[src/rtl/nmi_pkg.sv]
// Package: shared register map and control type for the top-level NMI controller.
// Assumes register addresses fit in any ADDR_W >= 1.
package nmi_pkg;

    // Register addresses
    localparam int unsigned ADDR_CTRL = 0;
    localparam int unsigned ADDR_STAT = 1;

    // Control register bit positions
    localparam int unsigned BIT_EDGE_EN = 0;
    localparam int unsigned BIT_IRQ_EN  = 1;
    localparam int unsigned BIT_NM_LOCK = 2;

    // Status register bit position
    localparam int unsigned BIT_PEND = 0;

    // Minimum data width that holds every control bit
    localparam int unsigned MIN_DATA_W = 3;

    typedef struct packed {
        logic nm_lock;
        logic irq_en;
        logic edge_en;
    } nmi_ctrl_t;

endpackage

[src/rtl/nmi_edge_sync.sv]
// Module: nmi_edge_sync
// Resynchronizes the asynchronous pin through STAGES flops. Emits a one-cycle
// pulse when the synchronized level goes from 0 to 1.
// Assumes STAGES >= 1. A level held high gives exactly one pulse.
module nmi_edge_sync #(
    parameter int unsigned STAGES = 2
) (
    input  logic clk,
    input  logic rst_n,
    input  logic pin_async,
    output logic rise
);

    logic [STAGES-1:0] sync_q;
    logic              last_q;
    logic              level;

    generate
        if (STAGES == 1) begin : g_single
            // Single capture flop
            always_ff @(posedge clk) begin
                if (!rst_n) sync_q <= '0;
                else        sync_q <= pin_async;
            end
        end else begin : g_chain
            // Shift the pin through the synchronizer chain
            always_ff @(posedge clk) begin
                if (!rst_n) sync_q <= '0;
                else        sync_q <= {sync_q[STAGES-2:0], pin_async};
            end
        end
    endgenerate

    assign level = sync_q[STAGES-1];

    // Hold the previous synchronized level for edge comparison
    always_ff @(posedge clk) begin
        if (!rst_n) last_q <= 1'b0;
        else        last_q <= level;
    end

    // Rising-edge pulse from the synchronized level
    always_comb begin
        rise = level & ~last_q;
    end

    // A rise pulse never lasts two cycles, so a held level cannot re-trigger
    assert_single_pulse_R6: assert property (
        @(posedge clk) disable iff (!rst_n) rise |=> !rise
    );

endmodule

[src/rtl/nmi_ctrl_regs.sv]
// Module: nmi_ctrl_regs
// Holds the control bits. The non-maskable bit is write-1-to-set. Only reset
// clears it.
// Assumes DATA_W >= 3 and that writes are single-cycle strobes.
module nmi_ctrl_regs
    import nmi_pkg::*;
#(
    parameter int unsigned ADDR_W = 2,
    parameter int unsigned DATA_W = 8
) (
    input  logic              clk,
    input  logic              rst_n,
    input  logic              wr_en,
    input  logic [ADDR_W-1:0] wr_addr,
    input  logic [DATA_W-1:0] wr_data,
    output nmi_ctrl_t         ctrl
);

    localparam logic [ADDR_W-1:0] CTRL_ADDR = ADDR_W'(ADDR_CTRL);

    logic ctrl_hit;

    // Decode a write to the control register
    always_comb begin
        ctrl_hit = wr_en && (wr_addr == CTRL_ADDR);
    end

    // Update the enables. The lock bit only accumulates ones.
    always_ff @(posedge clk) begin
        if (!rst_n) begin
            ctrl <= '0;
        end else if (ctrl_hit) begin
            ctrl.edge_en <= wr_data[BIT_EDGE_EN];
            ctrl.irq_en  <= wr_data[BIT_IRQ_EN];
            ctrl.nm_lock <= ctrl.nm_lock | wr_data[BIT_NM_LOCK];
        end
    end

    // Once set, the non-maskable bit stays set until reset
    assert_lock_sticky_R5: assert property (
        @(posedge clk) disable iff (!rst_n) ctrl.nm_lock |=> ctrl.nm_lock
    );

endmodule

[src/rtl/nmi_pend_flag.sv]
// Module: nmi_pend_flag
// Pending flag: an enabled rise sets it. An acknowledge or a software clear
// resets it. A set in the same cycle overrides a clear.
// Assumes rise is a single-cycle pulse in the clk domain.
module nmi_pend_flag (
    input  logic clk,
    input  logic rst_n,
    input  logic rise,
    input  logic edge_en,
    input  logic ack,
    input  logic sw_clr,
    output logic pending
);

    logic set_ev;
    logic clr_ev;

    // Qualify set and clear events
    always_comb begin
        set_ev = rise & edge_en;
        clr_ev = ack | sw_clr;
    end

    // Pending flag state, set has priority
    always_ff @(posedge clk) begin
        if (!rst_n)      pending <= 1'b0;
        else if (set_ev) pending <= 1'b1;
        else if (clr_ev) pending <= 1'b0;
    end

    assert_set_wins_R8: assert property (
        @(posedge clk) disable iff (!rst_n) (rise && edge_en) |=> pending
    );

    assert_ack_clears_R7: assert property (
        @(posedge clk) disable iff (!rst_n) (ack && !(rise && edge_en)) |=> !pending
    );

    assert_no_capture_disabled_R3: assert property (
        @(posedge clk) disable iff (!rst_n) (!pending && !edge_en) |=> !pending
    );

endmodule

[src/rtl/nmi_toplevel_ctrl.sv]
// Module: nmi_toplevel_ctrl
// Top-level NMI controller. Ties together the synchronizer, control register,
// pending flag, read mux and request qualification.
// Assumes DATA_W >= 3. glob_irq_en comes from the core clock domain.
module nmi_toplevel_ctrl
    import nmi_pkg::*;
#(
    parameter int unsigned SYNC_STAGES = 2,
    parameter int unsigned ADDR_W      = 2,
    parameter int unsigned DATA_W      = 8
) (
    input  logic              clk,
    input  logic              rst_n,
    input  logic              nmi_pin,
    input  logic              glob_irq_en,
    input  logic              reg_wr,
    input  logic [ADDR_W-1:0] reg_addr,
    input  logic [DATA_W-1:0] reg_wdata,
    output logic [DATA_W-1:0] reg_rdata,
    input  logic              cpu_ack,
    output logic              irq_req
);

    localparam logic [ADDR_W-1:0] CTRL_ADDR = ADDR_W'(ADDR_CTRL);
    localparam logic [ADDR_W-1:0] STAT_ADDR = ADDR_W'(ADDR_STAT);

    nmi_ctrl_t ctrl;
    logic      rise;
    logic      pending;
    logic      sw_clr;

    // Reject data widths too narrow for the control bits
    initial begin
        assert_width_ok_R10: assert (DATA_W >= MIN_DATA_W);
    end

    nmi_edge_sync #(
        .STAGES (SYNC_STAGES)
    ) u_sync (
        .clk       (clk),
        .rst_n     (rst_n),
        .pin_async (nmi_pin),
        .rise      (rise)
    );

    nmi_ctrl_regs #(
        .ADDR_W (ADDR_W),
        .DATA_W (DATA_W)
    ) u_regs (
        .clk     (clk),
        .rst_n   (rst_n),
        .wr_en   (reg_wr),
        .wr_addr (reg_addr),
        .wr_data (reg_wdata),
        .ctrl    (ctrl)
    );

    // Software clear: write 0 to the pending bit
    always_comb begin
        sw_clr = reg_wr && (reg_addr == STAT_ADDR) && !reg_wdata[BIT_PEND];
    end

    nmi_pend_flag u_pend (
        .clk     (clk),
        .rst_n   (rst_n),
        .rise    (rise),
        .edge_en (ctrl.edge_en),
        .ack     (cpu_ack),
        .sw_clr  (sw_clr),
        .pending (pending)
    );

    // Read mux over the two registers
    always_comb begin
        reg_rdata = '0;
        if (reg_addr == CTRL_ADDR) begin
            reg_rdata[BIT_EDGE_EN] = ctrl.edge_en;
            reg_rdata[BIT_IRQ_EN]  = ctrl.irq_en;
            reg_rdata[BIT_NM_LOCK] = ctrl.nm_lock;
        end else if (reg_addr == STAT_ADDR) begin
            reg_rdata[BIT_PEND] = pending;
        end
    end

    // Qualify the request: non-maskable, or locally and globally enabled
    always_comb begin
        irq_req = pending & (ctrl.nm_lock | (ctrl.irq_en & glob_irq_en));
    end

    // With the lock set, a pending flag always reaches the core
    assert_lock_forces_req_R4: assert property (
        @(posedge clk) disable iff (!rst_n) (pending && ctrl.nm_lock) |-> irq_req
    );

endmodule

[config.mk]
export PLATFORM = sky130hd
export DESIGN_NAME = nmi_toplevel_ctrl
export DESIGN_NICKNAME = d
export VERILOG_FILES = /design/src/rtl/nmi_pkg.sv /design/src/rtl/nmi_edge_sync.sv /design/src/rtl/nmi_ctrl_regs.sv /design/src/rtl/nmi_pend_flag.sv /design/src/rtl/nmi_toplevel_ctrl.sv
export SDC_FILE = /design/constraint.sdc
export NUM_CORES = 1
export LEC_CHECK = 0
export BUFFER_PORTS_ARGS = -buffer_cell sky130_fd_sc_hd__buf_4
export CAP_MARGIN = 15
export CELL_PAD_IN_SITES_DETAIL_PLACEMENT = 1
export CELL_PAD_IN_SITES_GLOBAL_PLACEMENT = 1
export CORE_MARGIN = 3
export CORE_UTILIZATION = 25
export CTS_BUF_LIST = sky130_fd_sc_hd__clkbuf_16
export DETAILED_ROUTE_END_ITERATION = 6
export PLACE_DENSITY_LB_ADDON = 0.1
export SYNTH_ARGS = -nofsm -noshare
export SYNTH_HDL_FRONTEND = slang
export SYNTH_SLANG_ARGS = --single-unit
[constraint.sdc]
create_clock -name clk -period 1 [get_ports clk]
set_clock_uncertainty 0.1 [all_clocks]
set_input_delay 0.05 -clock clk [delete_from_list [all_inputs] [get_ports clk]]
set_output_delay 0.05 -clock clk [all_outputs]
set_load 0.02 [all_outputs]
* Yosys cells after proc, flatten, opt, wreduce, memory -nomap -nowiden *
Cells that the tools add are included.

word-level totals
  flip-flop bits (word level) = 7
  bits of input ports = 16
  output and inout port bits = 9
  word-level logic and storage cells = 26

operators by class
  equality and inequality tests = 1
  mux-type cells = 5
  bitwise logic cells = 8
  reduce and logical (&&, ||, !) cells = 6

operators by type and width
  operator              count
  $and A1 B1 Y1         4
  $mux W1               4
  $logic_and A1 B1 Y1   3
  $or A1 B1 Y1          3
  $eq A2 B1 Y1 const B  1
  $logic_not A2 Y1      1
  $mux W2               1
  $reduce_bool A2 Y1    1
  $logic_not A1 Y1      1
  $not A1 Y1            1

* Depth between registers and ports, before layout *
  depth after elaboration = 6
  gate-level depth with buffers = 3
  mapped depth without buffers = 2

* By module *
Synthesis repeated with hierarchy kept, for this count alone.

unflattened totals
  cell total of the unflattened synthesis = 36
  area, all modules = 356.6 µm²

by module, submodules not included
  module             instances  cells each  area an instance (µm²)  seq. area each (µm²)
  nmi_ctrl_regs      1          12          128.9                   60.1
  nmi_toplevel_ctrl  1          13          93.8                    0.0
  nmi_edge_sync      1          7           92.6                    60.1
  nmi_pend_flag      1          4           41.3                    20.0

* Least setup slack after synthesis *
No wires, ideal clock.

  kind = register to output
  start = reg u_regs.ctrl[2] (netlist name)
  end = out reg_rdata[2]
  data arrival time = 0.855 ns
  data required time = 0.850 ns
  slack = -0.005 ns
  stages on the path, launching flop included = 2
  path buffers = 0
  cells stage by stage = dfxtp_1 > nor3b_1

on the way
  cells in the longest elaborated chain, start to end = 1

ends and longest elaborated chain
  element    line                     text
  $mux W2    nmi_toplevel_ctrl.sv:76  if (reg_addr == CTRL_ADDR) begin
  to (decl)  nmi_toplevel_ctrl.sv:19  output logic [DATA_W-1:0] reg_rdata,

No other way between the ends.

* Final worst setup path *
  start = reg u_regs.ctrl[1] (netlist name)
  end = out reg_rdata[1]

on the way
  cells in the longest elaborated chain, start to end = 1

ends and longest elaborated chain
  element  line
  $mux W2  nmi_toplevel_ctrl.sv:76

No other way between the ends.

==> out/qor.yml <==
status: "complete, but fails checks"
failed_checks: "setup timing"
critPathLaunchType: "flop"
drc: 0
hold_viol: 0
grt_pass1_wl_mm: 1.33
slew_viol_final: 0
synth.distinct_cells: 16
final_common_cell: "buf_4"
critPathTopFamily: "flip-flops"
cts_setup_buffers: 0
switchingPower_mw: 0.196
cp_slowest_stage_delay_ns: 0.35
coreArea_um2: 1190
arrival_ns: 0.91
max-vdd-ir-drop_mv: 1.05
grt_remaining_overflow: 0
grt_antenna_before_repair: 0
fmax_ghz: 0.940
synth-seq-cells: 7
synthToLayoutAreaGrowth_pct: 72.6
critPathBufInv: 1
dr_total_vias: 313
initial_core_util: 0.285
clkPwrFrac: 0.625
p_sw_frac: 0.186
fillCellCount: 133
drt-total-wl_um: 844
dp_hpwl_um: 605
placedInstanceArea_um2: 443
grt_setup_unrepaired: "yes"
cp_max_fo: 3
cts-root-buf: "clkbuf_16"
cts.sinks: 7
cap_violations: 0
h-tree-depth: 1
leakagePower_nw: 0.259
hold_path.class: "in -> reg"
num_rows: 12
viasPerCell: 4.47
yosys_warnings: 0
grt_util_all_layers: 0.107
syn_inst: 36
die_area_um2: 1830
p_int_mw: 0.861
slowest_stage: "dfxtp_4"
period_needed_ns: 1.06
grt_pass1_vias: 297
combPwrFrac: 0.096
io_pins: 25
cts_tree: "done"
die_w_um: 42.8
period_share: 1.06
initialDrtViolationCount: 0
crit_required_ns: 0.85
clk_pin_slew_ns: 0.04
fin_nets: 73
die_y_um: 42.8
firstDrtPassIters: 1
synth_area_um2: 338
seqPwrFrac: 0.279
portBuffers: 14
synth-seq-area-share: 0.415
clk_path_buf_depth: 2
drive_gt1_frac: 0.446
setup_violations: 4
cellPowerDensity_nw_per_um2: 1810
place_congestion: 0.733
clkLatencyLatePin_ns: 0.23
path_cells: "nor3b_4 -> buf_6"
final_cell_mix: "buf_4 (13), nand2_1 (5), conb_1 (5)"
antenna_cells: 0
critical_path_class: "reg -> out"
endpoint_kind: "output port"
grt_max_degree: 12
postRouteAntennaNets: 0
cts_inserted_buffers: 3
setup_slack_ns: -0.0635
routedWlPerCell_um: 12.1
postSynthAreaPerCell_um2: 9.38
final_area_um2: 583
utilization: 0.492
## registers in the layout (all words and copies together), names as in the netlist
name            cells
u_regs.ctrl         3
u_sync.last_q       1
u_pend.pending      1
u_sync.sync_q       2
## synth_stat cells, drive strengths merged
cell type | count | area share
o31ai | 1 | 0.022
conb | 1 | 0.011
and2 | 4 | 0.074
a22o | 1 | 0.026
mux2i | 3 | 0.089
nor4bb | 1 | 0.030
dfxtp | 7 | 0.41
buf | 6 | 0.13
nor2 | 1 | 0.011
nor2b | 1 | 0.019
nor3b | 3 | 0.081
nand2 | 5 | 0.056
nand4b | 1 | 0.026
a21oi | 1 | 0.015
## power by group through the flow
stage | registers [mW] | clock network (mW) | logic (mW)
after floorplan | 0.297 | 0 | 0.0583
after global placement | 0.299 | 0 | 0.0831
after detailed placement | 0.299 | 0 | 0.0853
after CTS | 0.296 | 0.679 | 0.101
after global routing | 0.296 | 0.707 | 0.110
final | 0.295 | 0.661 | 0.101
## cells by family (layout without fill, tap and decap cells)
| kind of cell | Yosys count | after routing | synth area share |
|---|---|---|---|
| DFF | 7 | 7 | 0.415 |
| AOI/OAI and AO/OA | 3 | 3 | 0.0630 |
| and+or+nand+nor | 16 | 16 | 0.296 |
| other | 1 | 5 | 0.0111 |
| muxes | 3 | 3 | 0.0889 |
| buffers and inverters | 6 | 22 | 0.126 |
## worst paths after layout
| kind | end | cells past startpoint | slack (ns) | startpoint |
|---|---|---|---|---|
| hold reg to reg | u_sync.sync_q[1] | 1 | 0.33 | u_sync.sync_q[0] |
| setup reg to reg | u_pend.pending | 2 | 0.22 | u_pend.pending |
| setup / recovery | reg_rdata[1] | 2 | -0.06 | u_regs.ctrl[1] |
| hold / removal | u_sync.sync_q[1] | 2 | 0.02 | rst_n |
## per-layer routing
layer,vias to the layer above,wire (um),track usage
met2,20,391,0.159
met1,138,312,0.103
met5,-,0,0
met4,0,19,0.0745
li1,152,-,-
met3,3,121,0.0763
## what timing repair did
action,in CTS,in global routing
endpoints found under the setup margin,4,4
gates resized for setup,6,2
endpoints found under the hold margin,4,0
cloned,0,0
hold buffers,4,0
## layout make-up
| type | count | area, um^2 | share of cell area |
|---|---|---|---|
| sequential | 7 | 148 | 0.253 |
| clock buffer | 3 | 75.1 | 0.129 |
| multi-input combinational | 27 | 190 | 0.326 |
| timing repair buffer | 18 | 149 | 0.255 |
| tap | 14 | 17.5 | 0.0300 |
| clock inverter | 1 | 3.75 | 0.00644 |
## worst register-to-register path: cells and delay by family, from the launching register on
kind	cells	cell delay, ns
compound gates	1	0.20
flops	1	0.33
simple gates	1	0.05
## stage by stage
stage | worst slack, ns | setup TNS (ns) | total power, mW | cells | hold WS (ns)
after floorplan | 0.163 | 0 | 0.356 | 40 | 0.0508
after global placement | 0.117 | 0 | 0.382 | 62 | 0.139
after detailed placement | 0.0963 | 0 | 0.384 | 62 | 0.144
after CTS | -0.0802 | -0.239 | 1.08 | 70 | 0.0194
after global routing | -0.119 | -0.356 | 1.11 | 70 | 0.0347
final | -0.0635 | -0.190 | 1.06 | 70 | 0.0188
No activity file was read; power rests on OpenSTA's default activity.
